### src/rtl/spi_flag_ctrl.sv
module spi_flag_ctrl #(
  parameter int DATA_W = 8
) (
  input  logic              clk,
  input  logic              rst_n,
  input  logic              cpu_rd,
  input  logic              cpu_wr,
  input  logic [1:0]        cpu_sel,
  input  logic [DATA_W-1:0] cpu_wdata,
  output logic [DATA_W-1:0] cpu_rdata,
  input  logic              shift_done,
  input  logic [DATA_W-1:0] shift_rx,
  input  logic              busy,
  input  logic              fault_det,
  output logic              tx_load,
  output logic [DATA_W-1:0] tx_data,
  output logic              spi_en,
  output logic              spi_master,
  output logic              spi_ie,
  output logic              irq
);
  localparam logic [1:0] SEL_CTRL = 2'd0, SEL_STAT = 2'd1, SEL_DATA = 2'd2;

  logic [DATA_W-1:0] rbuf;
  logic done_f, ovr_f, coll_f, fault_f;
  logic done_arm, coll_arm, fault_arm;

  wire stat_rd  = cpu_rd && cpu_sel == SEL_STAT;
  wire data_rd  = cpu_rd && cpu_sel == SEL_DATA;
  wire data_wr  = cpu_wr && cpu_sel == SEL_DATA;
  wire ctrl_wr  = cpu_wr && cpu_sel == SEL_CTRL;
  wire done_clr = data_rd && done_arm;
  wire ovr_hit  = shift_done && done_f && !done_clr;
  wire coll_hit = data_wr && busy;
  wire coll_clr = (data_rd || data_wr) && coll_arm;
  wire fault_hit = fault_det && spi_master;

  assign tx_load = data_wr && !busy;
  assign tx_data = cpu_wdata;
  assign irq     = spi_ie && (done_f || ovr_f || fault_f);

  always_comb begin
    cpu_rdata = '0;
    case (cpu_sel)
      SEL_CTRL: cpu_rdata[2:0] = {spi_ie, spi_master, spi_en};
      SEL_STAT: cpu_rdata[3:0] = {fault_f, coll_f, ovr_f, done_f};
      SEL_DATA: cpu_rdata = rbuf;
      default:  cpu_rdata = '0;
    endcase
  end

  always_ff @(posedge clk) begin
    if (!rst_n) begin
      rbuf <= '0;
      done_f <= 1'b0; ovr_f <= 1'b0; coll_f <= 1'b0; fault_f <= 1'b0;
      done_arm <= 1'b0; coll_arm <= 1'b0; fault_arm <= 1'b0;
      spi_en <= 1'b0; spi_master <= 1'b0; spi_ie <= 1'b0;
    end else begin
      if (shift_done && !ovr_hit) rbuf <= shift_rx;

      if (shift_done)    done_f <= 1'b1;
      else if (done_clr) done_f <= 1'b0;
      if (stat_rd)       done_arm <= done_f;
      else if (data_rd)  done_arm <= 1'b0;

      if (ovr_hit)       ovr_f <= 1'b1;
      else if (stat_rd)  ovr_f <= 1'b0;

      if (coll_hit)      coll_f <= 1'b1;
      else if (coll_clr) coll_f <= 1'b0;
      if (stat_rd)                  coll_arm <= coll_f;
      else if (data_rd || data_wr)  coll_arm <= 1'b0;

      if (ctrl_wr) spi_ie <= cpu_wdata[2];

      if (fault_hit) begin
        fault_f <= 1'b1;
        fault_arm <= 1'b0;
        spi_en <= 1'b0;
        spi_master <= 1'b0;
      end else begin
        if (stat_rd)      fault_arm <= fault_f;
        else if (ctrl_wr) fault_arm <= 1'b0;
        if (ctrl_wr) begin
          if (fault_f && !fault_arm) begin
            spi_en     <= spi_en && cpu_wdata[0];
            spi_master <= spi_master && cpu_wdata[1];
          end else begin
            spi_en     <= cpu_wdata[0];
            spi_master <= cpu_wdata[1];
          end
          if (fault_arm) fault_f <= 1'b0;
        end
      end
    end
  end

  assert_done_set_R2: assert property (@(posedge clk) disable iff (!rst_n)
    shift_done |=> done_f);
  assert_ovr_keeps_buf_R3: assert property (@(posedge clk) disable iff (!rst_n)
    (shift_done && done_f && !data_rd) |=> (ovr_f && $stable(rbuf)));
  assert_coll_flag_R5: assert property (@(posedge clk) disable iff (!rst_n)
    (data_wr && busy) |=> coll_f);
  assert_irq_no_coll_R7: assert property (@(posedge clk) disable iff (!rst_n)
    (!done_f && !ovr_f && !fault_f) |-> !irq);
  assert_fault_drops_R8: assert property (@(posedge clk) disable iff (!rst_n)
    (fault_det && spi_master) |=> (fault_f && !spi_en && !spi_master));
  assert_slave_no_fault_R9: assert property (@(posedge clk) disable iff (!rst_n)
    (!fault_f && !(fault_det && spi_master)) |=> !fault_f);
  assert_lock_R10: assert property (@(posedge clk) disable iff (!rst_n)
    (fault_f && !fault_arm && ctrl_wr) |=> ((!spi_en || $past(spi_en)) && (!spi_master || $past(spi_master))));
endmodule

### config.mk
export PLATFORM = sky130hd
export DESIGN_NAME = spi_flag_ctrl
export DESIGN_NICKNAME = d
export VERILOG_FILES = /design/src/rtl/spi_flag_ctrl.sv
export SDC_FILE = /design/constraint.sdc
export NUM_CORES = 1
export LEC_CHECK = 0
export BUFFER_PORTS_ARGS = -buffer_cell sky130_fd_sc_hd__buf_4
export CAP_MARGIN = 0
export CELL_PAD_IN_SITES_DETAIL_PLACEMENT = 1
export CELL_PAD_IN_SITES_GLOBAL_PLACEMENT = 1
export CORE_ASPECT_RATIO = 1.75
export CORE_MARGIN = 5
export CORE_UTILIZATION = 34
export DETAILED_ROUTE_END_ITERATION = 8
export HOLD_SLACK_MARGIN = 0.12
export PLACE_DENSITY_LB_ADDON = 0.12
export SYNTH_ARGS = -nofsm -noshare
export SYNTH_HDL_FRONTEND = slang
export SYNTH_SLANG_ARGS = --single-unit
### constraint.sdc
create_clock -name clk -period 1.8 [get_ports clk]
set_clock_uncertainty 0.15 [all_clocks]
set_input_delay 0.18 -clock clk [delete_from_list [all_inputs] [get_ports clk]]
set_output_delay 0.18 -clock clk [all_outputs]
set_load 0.02 [all_outputs]
======== Word level (Yosys, flattened, before mapping) ========
Cells that the tools add are included.
word-level totals
  bits in registers ....................... 18
  output and inout port bits .............. 21
  word-level logic and storage cells ...... 68
  bits of input ports ..................... 25
operators by class
  reduce and logical (&&, ||, !) cells .... 34
  mux-type cells .......................... 20
  bitwise gates (word level) .............. 1
  eq/ne operators ......................... 2
operators with widths
  kind                                            number
  two-way mux 1 bit                               17
  logical AND 1 bit                               16
  nonzero test 2 bit                              8
  case mux 3 bit (3 select lines)                 1
  logical NOT 1 bit                               4
  two-way mux 4 bit                               1
  logical OR 1 bit                                3
  == test 2 x 1 -> 1 bit (second input constant)  1
  == test 2 bit (second input constant)           1
  logical NOT 2 bit                               1
  case mux 1 bit (2 select lines)                 1
  AND reduction 2 bit                             1
  OR reduction 2 bit                              1
  NOT 1 bit                                       1

======== Depth between registers and ports, before layout ========
  depth in word-level cells ............... 7
  mapped depth ............................ 6

======== Worst setup path after synthesis ========
OpenSTA, ideal clock, no wires.
  kind .................................... in2out
  start ................................... input port cpu_sel[0]
  end ..................................... output port cpu_rdata[0]
  arrival ................................. 1034 ps
  cell stages on the path ................. 5
  required time ........................... 1470 ps
  setup slack ............................. 436 ps
  buffers on the path ..................... 1
  cell sequence ........................... inv_1 -> ha_1 -> buf_2 -> a222oi_1 -> nor2_1
between the ends
  cells in the longest elaborated chain, start to end .. 2
  elaborated cells between the ends (all ways) .. 4
  those cells by class .................... eq/ne (2); mux (1); reduce/logical (1)
RTL lines
  what                                   line  source
  start: declaration                     8     input logic [1:0] cpu_sel,
  == test 2 bit (tied with other cells)  44    case (cpu_sel)
  case mux 3 bit (3 select lines) (*)    44
  end: declaration                       10    output logic [DATA_W-1:0] cpu_rdata,
Mark *: on every way between the ends. The rest lies on a longest branch, timed or not.

======== Final worst setup path ========
  start ................................... input port cpu_sel[0]
  end ..................................... register coll_f
between the ends
  cells in the longest elaborated chain, start to end .. 5
  elaborated cells between the ends (all ways) .. 8
  those cells by class .................... eq/ne (1); mux (1); reduce/logical (6)
RTL lines
  what                                  line    source
  == test 2 bit (*)                     29, 30
  logical AND 1 bit (on tied branches)  29, 30
  logical OR 1 bit                      35      wire coll_clr = (data_rd || data_wr) && coll_arm;
  logical AND 1 bit                     35
  nonzero test 2 bit (no line)          -
  end signal: assignment                55      done_f <= 1'b0; ovr_f <= 1'b0; coll_f <= 1'b0; fault_f <= 1'b0;
  end signal: assignment                69      if (coll_hit) coll_f <= 1'b1;
  end signal: assignment                70      else if (coll_clr) coll_f <= 1'b0;
  end: declaration                      25      logic done_f, ovr_f, coll_f, fault_f;
Marks and branches as above.
A chain may end at the register's enable or synchronous reset.

==> impl_metrics.env <==
export IMPL_setup_violations=0
export IMPL_port_buffers=35
export IMPL_cp_arrival_ns=1.68
export IMPL_p_per_area_nw_per_um2=690
export IMPL_io_pins=46
export IMPL_postSynth_asyncResetShare_pct=0
export IMPL_slowest_stage="dlygate4sd3_1"
export IMPL_cts_tree="done"
export IMPL_fmax_ghz=0.613
export IMPL_worstSkewPairLatency_ns=0.26
export IMPL_antenna_cells=0
export IMPL_min_path_cells=3
export IMPL_ys_ff_latch=18
export IMPL_criticalPathCategory="in -> reg"
export IMPL_antenna_found_initial=0
export IMPL_drive_gt1_share_pct=30.9
export IMPL_rsz0062_at_grt="no"
export IMPL_whs_ns=0.161
export IMPL_ant_nets=0
export IMPL_ys_seq_area_share_pct=37.6
export IMPL_tightest_slew_ns=0.307
export IMPL_drtIter0Drc=23
export IMPL_post_route_drc_count=0
export IMPL_worstPathMaxFanout=9
export IMPL_crit_chain="buf_4 -> inv_1 -> ha_1 -> buf_4 -> a32oi_1 -> dlygate4sd3_1 -> nor2b_1"
export IMPL_root_buffer="clkbuf_8"
export IMPL_via_per_inst=5.28
export IMPL_grt_start_max_net_pins=27
export IMPL_synth_edf_count=0
export IMPL_ir_worst_vdd_v=0.000320
export IMPL_hpwl_mm=2.09
export IMPL_status="complete, no violations"
export IMPL_hold_class="in -> reg"
export IMPL_hold_viol_final=0
export IMPL_die_area_um2=4020
export IMPL_worstPathRequired_ns=1.85
export IMPL_p_leak_nw=0.615
export IMPL_r2r_worst_path_cells=4
export IMPL_grt_pass1_vias=1078
export IMPL_cp_common_cell="buf_4"
export IMPL_start_kind="input port"
export IMPL_layout_min_cycle_time_ns=1.63
export IMPL_gp_congestion=0.823
export IMPL_cp_top_family="buffers and inverters"
export IMPL_die_height_um=80.2
export IMPL_routed_wl_mm=2.78
export IMPL_tns_ns=0
export IMPL_grt_pass1_wl_mm=4.75
export IMPL_dr_pass1_iters=4
export IMPL_finalWorstSetupSlack_ns=0.169
export IMPL_nNetsFinal=182
export IMPL_clkSinkCount=18
export IMPL_syn_cell_area_um2=957
export IMPL_clkSlewWorstSetupHoldPaths_ns=0.07
export IMPL_final_period_utilization_pct=90.6
export IMPL_cts_max_level=1
export IMPL_layout_common_cells="37 x buf_4, 22 x nand2_1, 18 x dfxtp_1"
export IMPL_drv_slew=0
export IMPL_cts_setup_buffers=0
export IMPL_worstReg2RegStart="coll_arm"
export IMPL_maxCapViolations=0
export IMPL_clockBufferDepth=2
export IMPL_hold_path_startpoint="rst_n"
export IMPL_cp_startpoint="cpu_sel[0]"
export IMPL_place_ws_ns=0.106
export IMPL_syn_inst=108
export IMPL_synth_cell_types=29
export IMPL_path_buf_inv=4
export IMPL_syn_avg_cell_area_um2=8.86
export IMPL_area_growth_pct=45.5
export IMPL_layout_commonest_cell="buf_4"
export IMPL_critPathMaxStageDelay_ns=0.56
export IMPL_r2r_end="coll_f"
export IMPL_synth_nets=137
export IMPL_regToRegSetupSlack_ns=0.35
export IMPL_routed_via_count=946
export IMPL_slew_headroom_pct=79.5
export IMPL_initial_utilization_pct=35.2
export IMPL_wl_per_cell_um=15.5
export IMPL_fin_util_pct=51.2
export IMPL_cts_buffers=3
export IMPL_synth_main_ff_cell="dfxtp_1"
export IMPL_row_count=25
export IMPL_globalRouteTotalUtil_pct=14.9
export IMPL_core_area_um2=2720
export IMPL_end_kind="flip-flop"
export IMPL_die_w_um=50.1
export IMPL_grt_ovfl_total=0
export IMPL_hold_path_end="rbuf[5]"
export IMPL_ys_warn_count=0
## where the power goes
part | leakage (nW) | switching [mW] | internal, mW
clock network | 0.0288 | 0.146 | 0.195
logic | 0.439 | 0.0852 | 0.101
registers | 0.147 | 0.0157 | 0.418
## registers in the layout (all words and copies together) (netlist names)
register / flops
done_arm: 1
fault_arm: 1
rbuf: 8
coll_arm: 1
spi_master: 1
done_f: 1
spi_ie: 1
ovr_f: 1
fault_f: 1
coll_f: 1
spi_en: 1
## cells in the mapped netlist, types with 2 or more instances
| cell type | instances | area, µm² |
|---|---|---|
| o221a_2 | 2 | 22.5 |
| dfxtp_1 | 18 | 360 |
| nor2_1 | 4 | 15.0 |
| a21boi_0 | 3 | 22.5 |
| ha_1 | 4 | 50.1 |
| and2_1 | 5 | 31.3 |
| nor2b_1 | 4 | 25.0 |
| mux2i_1 | 8 | 80.1 |
| a22oi_1 | 2 | 15.0 |
| buf_2 | 4 | 20.0 |
| a222oi_1 | 3 | 30.0 |
| inv_1 | 3 | 11.3 |
| nand2_1 | 22 | 82.6 |
| buf_4 | 8 | 60.1 |
| o21ai_0 | 3 | 15.0 |
| a21oi_1 | 2 | 10.0 |
## logic make-up after synthesis
group,count (synthesis),synth area share [%]
and+or+nand+nor,41,20.7
muxes,8,8.37
DFF,18,37.6
adders and majority gates,4,5.23
AOI/OAI and AO/OA,21,17.4
buffers and inverters,16,10.7
## cell type report
cell class	count	area, µm²
Fill cell	329	1330
Inverter	3	11.3
Multi-Input combinational cell	74	494
Sequential cell	18	360
Clock buffer	4	55.1
Tap cell	27	33.8
Timing Repair Buffer	53	438
## worst max path at each step
stage	endpoint	slack [ns]	depth (start not counted)
finish	coll_f	0.17	7
CTS	coll_f	0.18	7
floorplan	cpu_rdata[0]	0.44	5
detailed placement	rbuf[7]	0.11	7
global route	coll_f	0.08	7
global placement	rbuf[5]	0.21	7
## through the flow
stage          cells  total power, mW  area [µm²]
3_5_place_dp     159            0.604        1180
4_1_cts          179            0.968        1390
2_1_floorplan    108            0.546         957
3_3_place_gp     159            0.598        1180
6_report         179            0.961        1390
5_1_grt          179             1.00        1390
## metal layers
metal	wire [µm]	up-vias	global-route usage, %
li1	-	454	-
met1	1020	454	13.8
met2	1510	31	29.1
met3	169	7	2.97
met4	73	0	7.09
met5	0	-	0
## worst register-to-register path, cell delays in order, from the launching register on
cell,delay (ns)
dfxtp_1,0.33
o211ai_1,0.10
a32oi_1,0.16
dlygate4sd3_1,0.57
nor2b_1,0.04
## repair_timing
item / in CTS / in global routing
hold buffers: 16 / 0
resized for setup: 0 / 0
hold endpoints to repair: 15 / 0
Power figures use the tool's default switching activity.
